==> src/rtl/spx_pkg.sv <==
`timescale 1ns/1ps
package spx_pkg;
    // one-hot operation vector, bit positions match the instruction op field
    localparam int OP_W  = 4;
    localparam int SUB_K = 3;
    localparam int ADD_K = 4;

    typedef struct packed {
        logic inc1;   // bit 3: add one (two clocks)
        logic add4;   // bit 2
        logic sub3;   // bit 1
        logic copy;   // bit 0
    } op_t;

    function automatic logic op_writes(op_t o);
        return |o;
    endfunction
endpackage

==> src/rtl/spx_fetch.sv <==
`timescale 1ns/1ps
module spx_fetch #(
    parameter int PW = 6,
    parameter int IW = 10
) (
    input  logic          clk,
    input  logic          rst,
    input  logic          en,
    input  logic [IW-1:0] imem_data,
    output logic [PW-1:0] pc,
    output logic          fd_valid,
    output logic [IW-1:0] fd_instr
);
    always_ff @(posedge clk) begin
        if (rst) begin
            pc       <= '0;
            fd_valid <= 1'b0;
            fd_instr <= '0;
        end else if (en) begin
            pc       <= pc + PW'(1);
            fd_valid <= 1'b1;
            fd_instr <= imem_data;
        end
    end
endmodule

==> src/rtl/spx_decode.sv <==
`timescale 1ns/1ps
module spx_decode
    import spx_pkg::*;
#(
    parameter int AW = 3,
    parameter int DW = 16,
    localparam int IW = OP_W + 2*AW
) (
    input  logic          clk,
    input  logic          rst,
    input  logic          en,
    input  logic          fd_valid,
    input  logic [IW-1:0] fd_instr,
    output logic [AW-1:0] rf_raddr,
    input  logic [DW-1:0] rf_rdata,
    input  logic          wb_valid,
    input  logic [AW-1:0] wb_dst,
    input  logic [DW-1:0] wb_data,
    output logic          dx_valid,
    output op_t           dx_op,
    output logic [AW-1:0] dx_dst,
    output logic [DW-1:0] dx_opnd,
    output logic          dx_fwd
);
    op_t           id_op;
    logic [AW-1:0] id_src;
    logic [AW-1:0] id_dst;
    logic          id_valid;
    logic [DW-1:0] id_opnd;
    logic          id_hit_ex;

    assign id_op    = op_t'(fd_instr[IW-1 -: OP_W]);
    assign id_src   = fd_instr[2*AW-1 -: AW];
    assign id_dst   = fd_instr[AW-1:0];
    assign id_valid = fd_valid && op_writes(id_op);
    assign rf_raddr = id_src;

    // bypass at the read port: senior now in write-back is not yet in the file
    assign id_opnd  = (wb_valid && (wb_dst == id_src)) ? wb_data : rf_rdata;

    // compare against the senior in execute; that senior is in write-back
    // when this instruction reaches execute
    assign id_hit_ex = id_valid && dx_valid && (dx_dst == id_src);

    always_ff @(posedge clk) begin
        if (rst) begin
            dx_valid <= 1'b0;
            dx_op    <= '0;
            dx_dst   <= '0;
            dx_opnd  <= '0;
            dx_fwd   <= 1'b0;
        end else if (en) begin
            dx_valid <= id_valid;
            dx_op    <= id_valid ? id_op : '0;
            dx_dst   <= id_dst;
            dx_opnd  <= id_opnd;
            dx_fwd   <= id_hit_ex;
        end
    end
endmodule

==> src/rtl/spx_execute.sv <==
`timescale 1ns/1ps
module spx_execute
    import spx_pkg::*;
#(
    parameter int AW = 3,
    parameter int DW = 16
) (
    input  logic          clk,
    input  logic          rst,
    input  logic          dx_valid,
    input  op_t           dx_op,
    input  logic [AW-1:0] dx_dst,
    input  logic [DW-1:0] dx_opnd,
    input  logic          dx_fwd,
    output logic          stall,
    output logic          wb_valid,
    output logic [AW-1:0] wb_dst,
    output logic [DW-1:0] wb_data
);
    logic          second_q;   // add-one in its second execute clock
    logic [DW-1:0] recirc_q;
    logic [DW-1:0] opnd;
    logic          skip_sub;
    logic          skip_add;
    logic [DW-1:0] after_sub;
    logic [DW-1:0] after_add;

    assign stall    = dx_valid && dx_op.inc1 && !second_q;
    assign opnd     = second_q ? recirc_q : (dx_fwd ? wb_data : dx_opnd);
    assign skip_sub = !(dx_op.sub3 || (dx_op.inc1 && !second_q));
    assign skip_add = !(dx_op.add4 || (dx_op.inc1 && second_q));
    assign after_sub = skip_sub ? opnd : opnd - DW'(SUB_K);
    assign after_add = skip_add ? after_sub : after_sub + DW'(ADD_K);

    always_ff @(posedge clk) begin
        if (rst) begin
            second_q <= 1'b0;
            recirc_q <= '0;
            wb_valid <= 1'b0;
            wb_dst   <= '0;
            wb_data  <= '0;
        end else begin
            second_q <= stall;
            if (stall) begin
                recirc_q <= after_sub;
            end else begin
                wb_valid <= dx_valid;
                wb_dst   <= dx_dst;
                wb_data  <= after_add;
            end
        end
    end

    AST_STALL_ONE_CLOCK: assert property (@(posedge clk) disable iff (rst)
        stall |=> !stall);
    AST_SECOND_IS_INC1: assert property (@(posedge clk) disable iff (rst)
        second_q |-> (dx_valid && dx_op.inc1));
    AST_OP_ONEHOT: assert property (@(posedge clk) disable iff (rst)
        dx_valid |-> ($countones(dx_op) == 1));
    AST_FWD_FROM_WRITER: assert property (@(posedge clk) disable iff (rst)
        (dx_valid && dx_fwd && !second_q) |-> wb_valid);
    AST_WB_HELD: assert property (@(posedge clk) disable iff (rst)
        stall |=> ($stable(wb_data) && $stable(wb_valid) && $stable(wb_dst)));
endmodule

==> src/rtl/split_exec_pipe.sv <==
`timescale 1ns/1ps
module split_exec_pipe
    import spx_pkg::*;
#(
    parameter int AW = 3,
    parameter int DW = 16,
    parameter int PW = 6,
    localparam int IW = OP_W + 2*AW
) (
    input  logic          clk,
    input  logic          rst,
    output logic [PW-1:0] imem_addr,
    input  logic [IW-1:0] imem_data,
    output logic [AW-1:0] rf_raddr,
    input  logic [DW-1:0] rf_rdata,
    output logic          rf_we,
    output logic [AW-1:0] rf_waddr,
    output logic [DW-1:0] rf_wdata
);
    logic          stall;
    logic          advance;
    logic          fd_valid;
    logic [IW-1:0] fd_instr;
    logic          dx_valid;
    op_t           dx_op;
    logic [AW-1:0] dx_dst;
    logic [DW-1:0] dx_opnd;
    logic          dx_fwd;
    logic          wb_valid;
    logic [AW-1:0] wb_dst;
    logic [DW-1:0] wb_data;

    assign advance = !stall;

    spx_fetch #(.PW(PW), .IW(IW)) u_fetch (
        .clk(clk), .rst(rst), .en(advance), .imem_data(imem_data),
        .pc(imem_addr), .fd_valid(fd_valid), .fd_instr(fd_instr)
    );

    spx_decode #(.AW(AW), .DW(DW)) u_decode (
        .clk(clk), .rst(rst), .en(advance),
        .fd_valid(fd_valid), .fd_instr(fd_instr),
        .rf_raddr(rf_raddr), .rf_rdata(rf_rdata),
        .wb_valid(wb_valid), .wb_dst(wb_dst), .wb_data(wb_data),
        .dx_valid(dx_valid), .dx_op(dx_op), .dx_dst(dx_dst),
        .dx_opnd(dx_opnd), .dx_fwd(dx_fwd)
    );

    spx_execute #(.AW(AW), .DW(DW)) u_execute (
        .clk(clk), .rst(rst),
        .dx_valid(dx_valid), .dx_op(dx_op), .dx_dst(dx_dst),
        .dx_opnd(dx_opnd), .dx_fwd(dx_fwd), .stall(stall),
        .wb_valid(wb_valid), .wb_dst(wb_dst), .wb_data(wb_data)
    );

    assign rf_we    = wb_valid;
    assign rf_waddr = wb_dst;
    assign rf_wdata = wb_data;

    AST_PC_HOLDS_IN_STALL: assert property (@(posedge clk) disable iff (rst)
        stall |=> $stable(imem_addr));
endmodule

==> config.mk <==
export PLATFORM = sky130hd
export DESIGN_NAME = split_exec_pipe
export DESIGN_NICKNAME = d
export VERILOG_FILES = /design/src/rtl/spx_pkg.sv /design/src/rtl/spx_fetch.sv /design/src/rtl/spx_decode.sv /design/src/rtl/spx_execute.sv /design/src/rtl/split_exec_pipe.sv
export SDC_FILE = /design/constraint.sdc
export NUM_CORES = 1
export LEC_CHECK = 0
export BUFFER_PORTS_ARGS = -buffer_cell sky130_fd_sc_hd__buf_2
export CAP_MARGIN = 20
export CORE_UTILIZATION = 57
export CTS_CLUSTER_DIAMETER = 150
export CTS_CLUSTER_SIZE = 28
export DETAILED_ROUTE_END_ITERATION = 16
export PLACE_DENSITY = 0.81
export SETUP_SLACK_MARGIN = 0.2
export SYNTH_ARGS = -nofsm -noshare
export SYNTH_HDL_FRONTEND = slang
export SYNTH_SLANG_ARGS = --single-unit
export TNS_END_PERCENT = 50
==> constraint.sdc <==
create_clock -name clk -period 3.89 [get_ports clk]
set_clock_uncertainty 0.1 [all_clocks]
set_input_delay 0.5835 -clock clk [delete_from_list [all_inputs] [get_ports clk]]
set_output_delay 0.5835 -clock clk [all_outputs]
set_load 0.05 [all_outputs]
==> metrics list <==
- The run finished with clean final reports.
- The H-tree was split into 3 levels.
- Of the available clock period, the critical path in the final layout requires 0.884.
- The number of antenna violations at the first check in global routing was 0.
* Total of buffers placed on input and output ports: 56
- Leading register cell type out of synthesis: sky130_fd_sc_hd__dfxtp_1
- The die is 86.8 µm wide.
* Synthesis-stage register bit count: 78
- 0 antenna diodes ended up in the layout.
- In the final timing run, aggregate negative setup slack is 0 ns.
- Number of nets in the layout: 559
- The number of global-route vias before repair was 3,312.
- During synthesis, Yosys emitted a total of 0 warnings.
- After synthesis, the netlist uses 62 different library cells.
* Net Sw Power: 507 µW
- Synth top area cells: sky130_fd_sc_hd__dfxtp_1, sky130_fd_sc_hd__mux2i_1, sky130_fd_sc_hd__nand2_1
- Post-CTS Setup Bufs: 0
- Global router's overall resource usage: 0.273
- The count of nets left with antenna violations once routing finished came out at 0.
- The cell count after synthesis came out at 481.
* Fraction of layout cells with a size suffix above 1: 0.203
* Clock latency reported for the late side of the worst-skew pair: 0.35 ns
- Clock-pin slew was measured on the worst setup and hold paths at 0.08 ns.
* Min cycle time layout: 3.44 ns
- Measured slew at the worst slew-check pin: 0.876 ns
- Pin count of the biggest net entering global routing: 41
- After legalization and detailed placement, the total HPWL measured 6.66 mm.
- Core outline area: 6870 µm²
- Area of the multi-input gates: 2350 µm²
- Fraction of power spent switching nets: 0.269
* Global-route wire length before repair: 15.9 mm
* Overflow left after global routing: 0
- Average detailed-routed wire length per instance: 15.0 µm
- Counting along the longest clock path gives a buffer depth of 2.
- The number of nets in the synthesized netlist is 512.
* Post-synth design cell area: 4090 µm²
- The max-slew violation total from the final report is 0.
- Normalized max-slew margin: 0.412
* Cell internal pwr: 1.38 mW
* Maximum clock frequency: 291 MHz
- Fraction of synthesized cell area taken by the top area cell type: 0.381
- Initial core utilization: 0.596
- The tool flagged a number of max-cap violations equal to 0.
- Unrepaired setup endpoints after global routing: no
- The worst hold path was traced through 2 stages.
- For this design the top-level I/O count stands at 57.
- The share of total power dissipated in combinational logic is 0.148.
* Number of cells traversed by the worst register-to-register path: 9
* Via count of the routed design: 3,610
* Critical Path End Type: register
- Data on the critical path arrives at its endpoint at 3.58 ns.
- Tot Pwr: 1.88 mW
- Ratio of total power to cell area: 403 nW/µm²
- For this run, asynchronously set or reset flops after synthesis account for 0.
* Category of the worst setup path launch point: register
* Clock tree root driver cell: sky130_fd_sc_hd__clkbuf_8
* Final wirelength: 9.41 mm
- Area growth from synthesis to final layout: 14.2%
- Registers take 1560 µm².
- At the worst endpoint, the required time is 4.03 ns.
* Setup violators final: 0
- The share of total power dissipated in the clock network is 0.391.
- Routability-driven placement finished with a final weighted congestion of 0.926.
- For this run, design rule violations remaining after detail routing come to 0.
- Leakage power: 2.01 nW
- The die covers 7530 µm².
* Violation count after the first detailed-routing iteration: 195
- TritonCTS built the clock tree.
- Worst setup path category: reg -> reg
- In this run the worst path has a maximum fanout of 11.
- For this run, the register share of the synthesized area comes to 0.381.
- Height of the chip: 86.8 µm
- In this run, synthesis inferred 0 flip-flops with an integrated enable.
* Worst hold path type: reg -> reg
* DR pass1 iterations: 5
- VDD sags by at most 255 µV.
- The clock net in this run drives a total of 78 sinks.
* Commonest cells post-synth: sky130_fd_sc_hd__dfxtp_1, sky130_fd_sc_hd__nand2_1, sky130_fd_sc_hd__nor2_1, sky130_fd_sc_hd__a211oi_1, sky130_fd_sc_hd__a21oi_1
* FILL cells: 588
- Vias per cell: 5.75
- The number of clock buffers added by TritonCTS is 9.
- Most repeated cell in the gate-level netlist after synthesis: sky130_fd_sc_hd__dfxtp_1
* Row count: 30
- The final hold violation count is 0.
- A synthesized cell averages 8.51 µm².
- The synthesized design spends more area on one cell type than any other, namely sky130_fd_sc_hd__dfxtp_1.
* Sequential power share: 0.461
-- metal layers --
layer,wire [µm],track usage
met5,0,0
met2,4330,0.439
met1,4350,0.364
met4,250,0.121
met3,476,0.0400
-- through the flow --
step | setup slack [ns] | instance area [µm²] | std cells | util | hold WS (ns)
3_5_place_dp | 0.356 | 4430 | 613 | 0.645 | 0.345
2_1_floorplan | 0.821 | 4090 | 481 | - | 0.328
5_1_grt | 0.222 | 4670 | 628 | 0.681 | 0.363
3_3_place_gp | 0.507 | 4430 | 613 | 0.645 | 0.338
6_report | 0.451 | 4670 | 628 | 0.681 | 0.355
4_1_cts | 0.350 | 4670 | 628 | 0.680 | 0.357
-- worst paths after layout --
kind | start | end | slack [ns]
max reg2reg | u_decode.dx_fwd | u_execute.wb_data[13] | 0.45
min | u_fetch.fd_instr[1] | u_fetch.fd_instr[1] | 0.35
min reg2reg | u_fetch.fd_instr[1] | u_fetch.fd_instr[1] | 0.35
max | u_decode.dx_fwd | u_execute.wb_data[13] | 0.45
-- cell families after synthesis --
logic type      Yosys count  share of synthesized area
flops                    78                      0.381
compound gates          105                      0.179
xor+xnor                 30                     0.0642
mux                      41                      0.110
fa+ha+maj                 3                    0.00917
buf+inv                  39                     0.0461
simple gates            185                      0.210
-- final cells by class --
class                      instances  area share
clock inverter                     5      0.0228
clock buffer                      10      0.0294
inverter                           6     0.00482
multi-input combinational        364       0.502
tap                               96      0.0257
timing repair buffer              69      0.0808
sequential                        78       0.334
-- power by group through the flow --
stage                     Clock (mW)  Sequential [mW]  Combinational [mW]
after floorplan                    0            0.930               0.163
after global placement             0            0.883               0.272
after detailed placement           0            0.886               0.277
after CTS                      0.751            0.867               0.279
after global routing           0.786            0.873               0.303
final                          0.736            0.867               0.279
-- critical path: stages, from the launching register on --
cell	delay (ns)
sky130_fd_sc_hd__dfxtp_1	0.43
sky130_fd_sc_hd__buf_4	0.22
sky130_fd_sc_hd__mux2_4	0.35
sky130_fd_sc_hd__mux2_4	0.27
sky130_fd_sc_hd__a211o_1	0.45
sky130_fd_sc_hd__or2_1	0.34
sky130_fd_sc_hd__a2111o_1	0.52
sky130_fd_sc_hd__nor3_1	0.34
sky130_fd_sc_hd__a311o_1	0.22
sky130_fd_sc_hd__nand3_1	0.07
-- cell usage in the layout (no fill, tap or decap), types with 3 or more instances in the layout --
cell                        Yosys  routed
sky130_fd_sc_hd__nand3_1        9       9
sky130_fd_sc_hd__nor4_1         6       6
sky130_fd_sc_hd__a211oi_1      33      33
sky130_fd_sc_hd__o31ai_1        3       3
sky130_fd_sc_hd__ha_1           3       3
sky130_fd_sc_hd__bufinv_16      0       3
sky130_fd_sc_hd__nor2b_1        3       3
sky130_fd_sc_hd__buf_4          5      13
sky130_fd_sc_hd__inv_1          5       5
sky130_fd_sc_hd__a2111oi_2      3       3
sky130_fd_sc_hd__mux2i_1       27      27
sky130_fd_sc_hd__nand3b_1       4       4
sky130_fd_sc_hd__nor3_1         8       8
sky130_fd_sc_hd__xnor2_1       16      16
sky130_fd_sc_hd__mux2_1         4       4
sky130_fd_sc_hd__nand2_1       71      70
sky130_fd_sc_hd__nor2_1        59      59
sky130_fd_sc_hd__a21oi_1       32      32
sky130_fd_sc_hd__o21a_1         3       3
sky130_fd_sc_hd__o21ai_0        5       5
sky130_fd_sc_hd__clkbuf_8       0      10
sky130_fd_sc_hd__buf_2          1      56
sky130_fd_sc_hd__nand4_1        7       7
sky130_fd_sc_hd__mux2_2         5       5
sky130_fd_sc_hd__xor2_1        14      14
sky130_fd_sc_hd__o21ai_1        5       5
sky130_fd_sc_hd__dfxtp_1       78      77
-- flip-flops by register name, summed over array words and instances (netlist names) --
| register | cells |
|---|---|
| u_decode.dx_op | 3 |
| u_fetch.fd_valid | 1 |
| u_execute.second_q | 1 |
| u_execute.recirc_q | 16 |
| u_fetch.fd_instr | 10 |
| u_decode.dx_dst | 3 |
| u_execute.wb_dst | 3 |
| u_decode.dx_fwd | 1 |
| u_execute.wb_data | 16 |
| u_decode.dx_opnd | 16 |
| u_execute.wb_valid | 1 |
| u_decode.dx_valid | 1 |
| u_fetch.pc | 6 |
-- what timing repair did --
item                                    4_1_cts  5_1_grt
endpoints found under the setup margin        0        7
hold buffers                                  0        0
gates resized for setup                       0        1
Note: power is estimated with default switching activity, not from simulation.
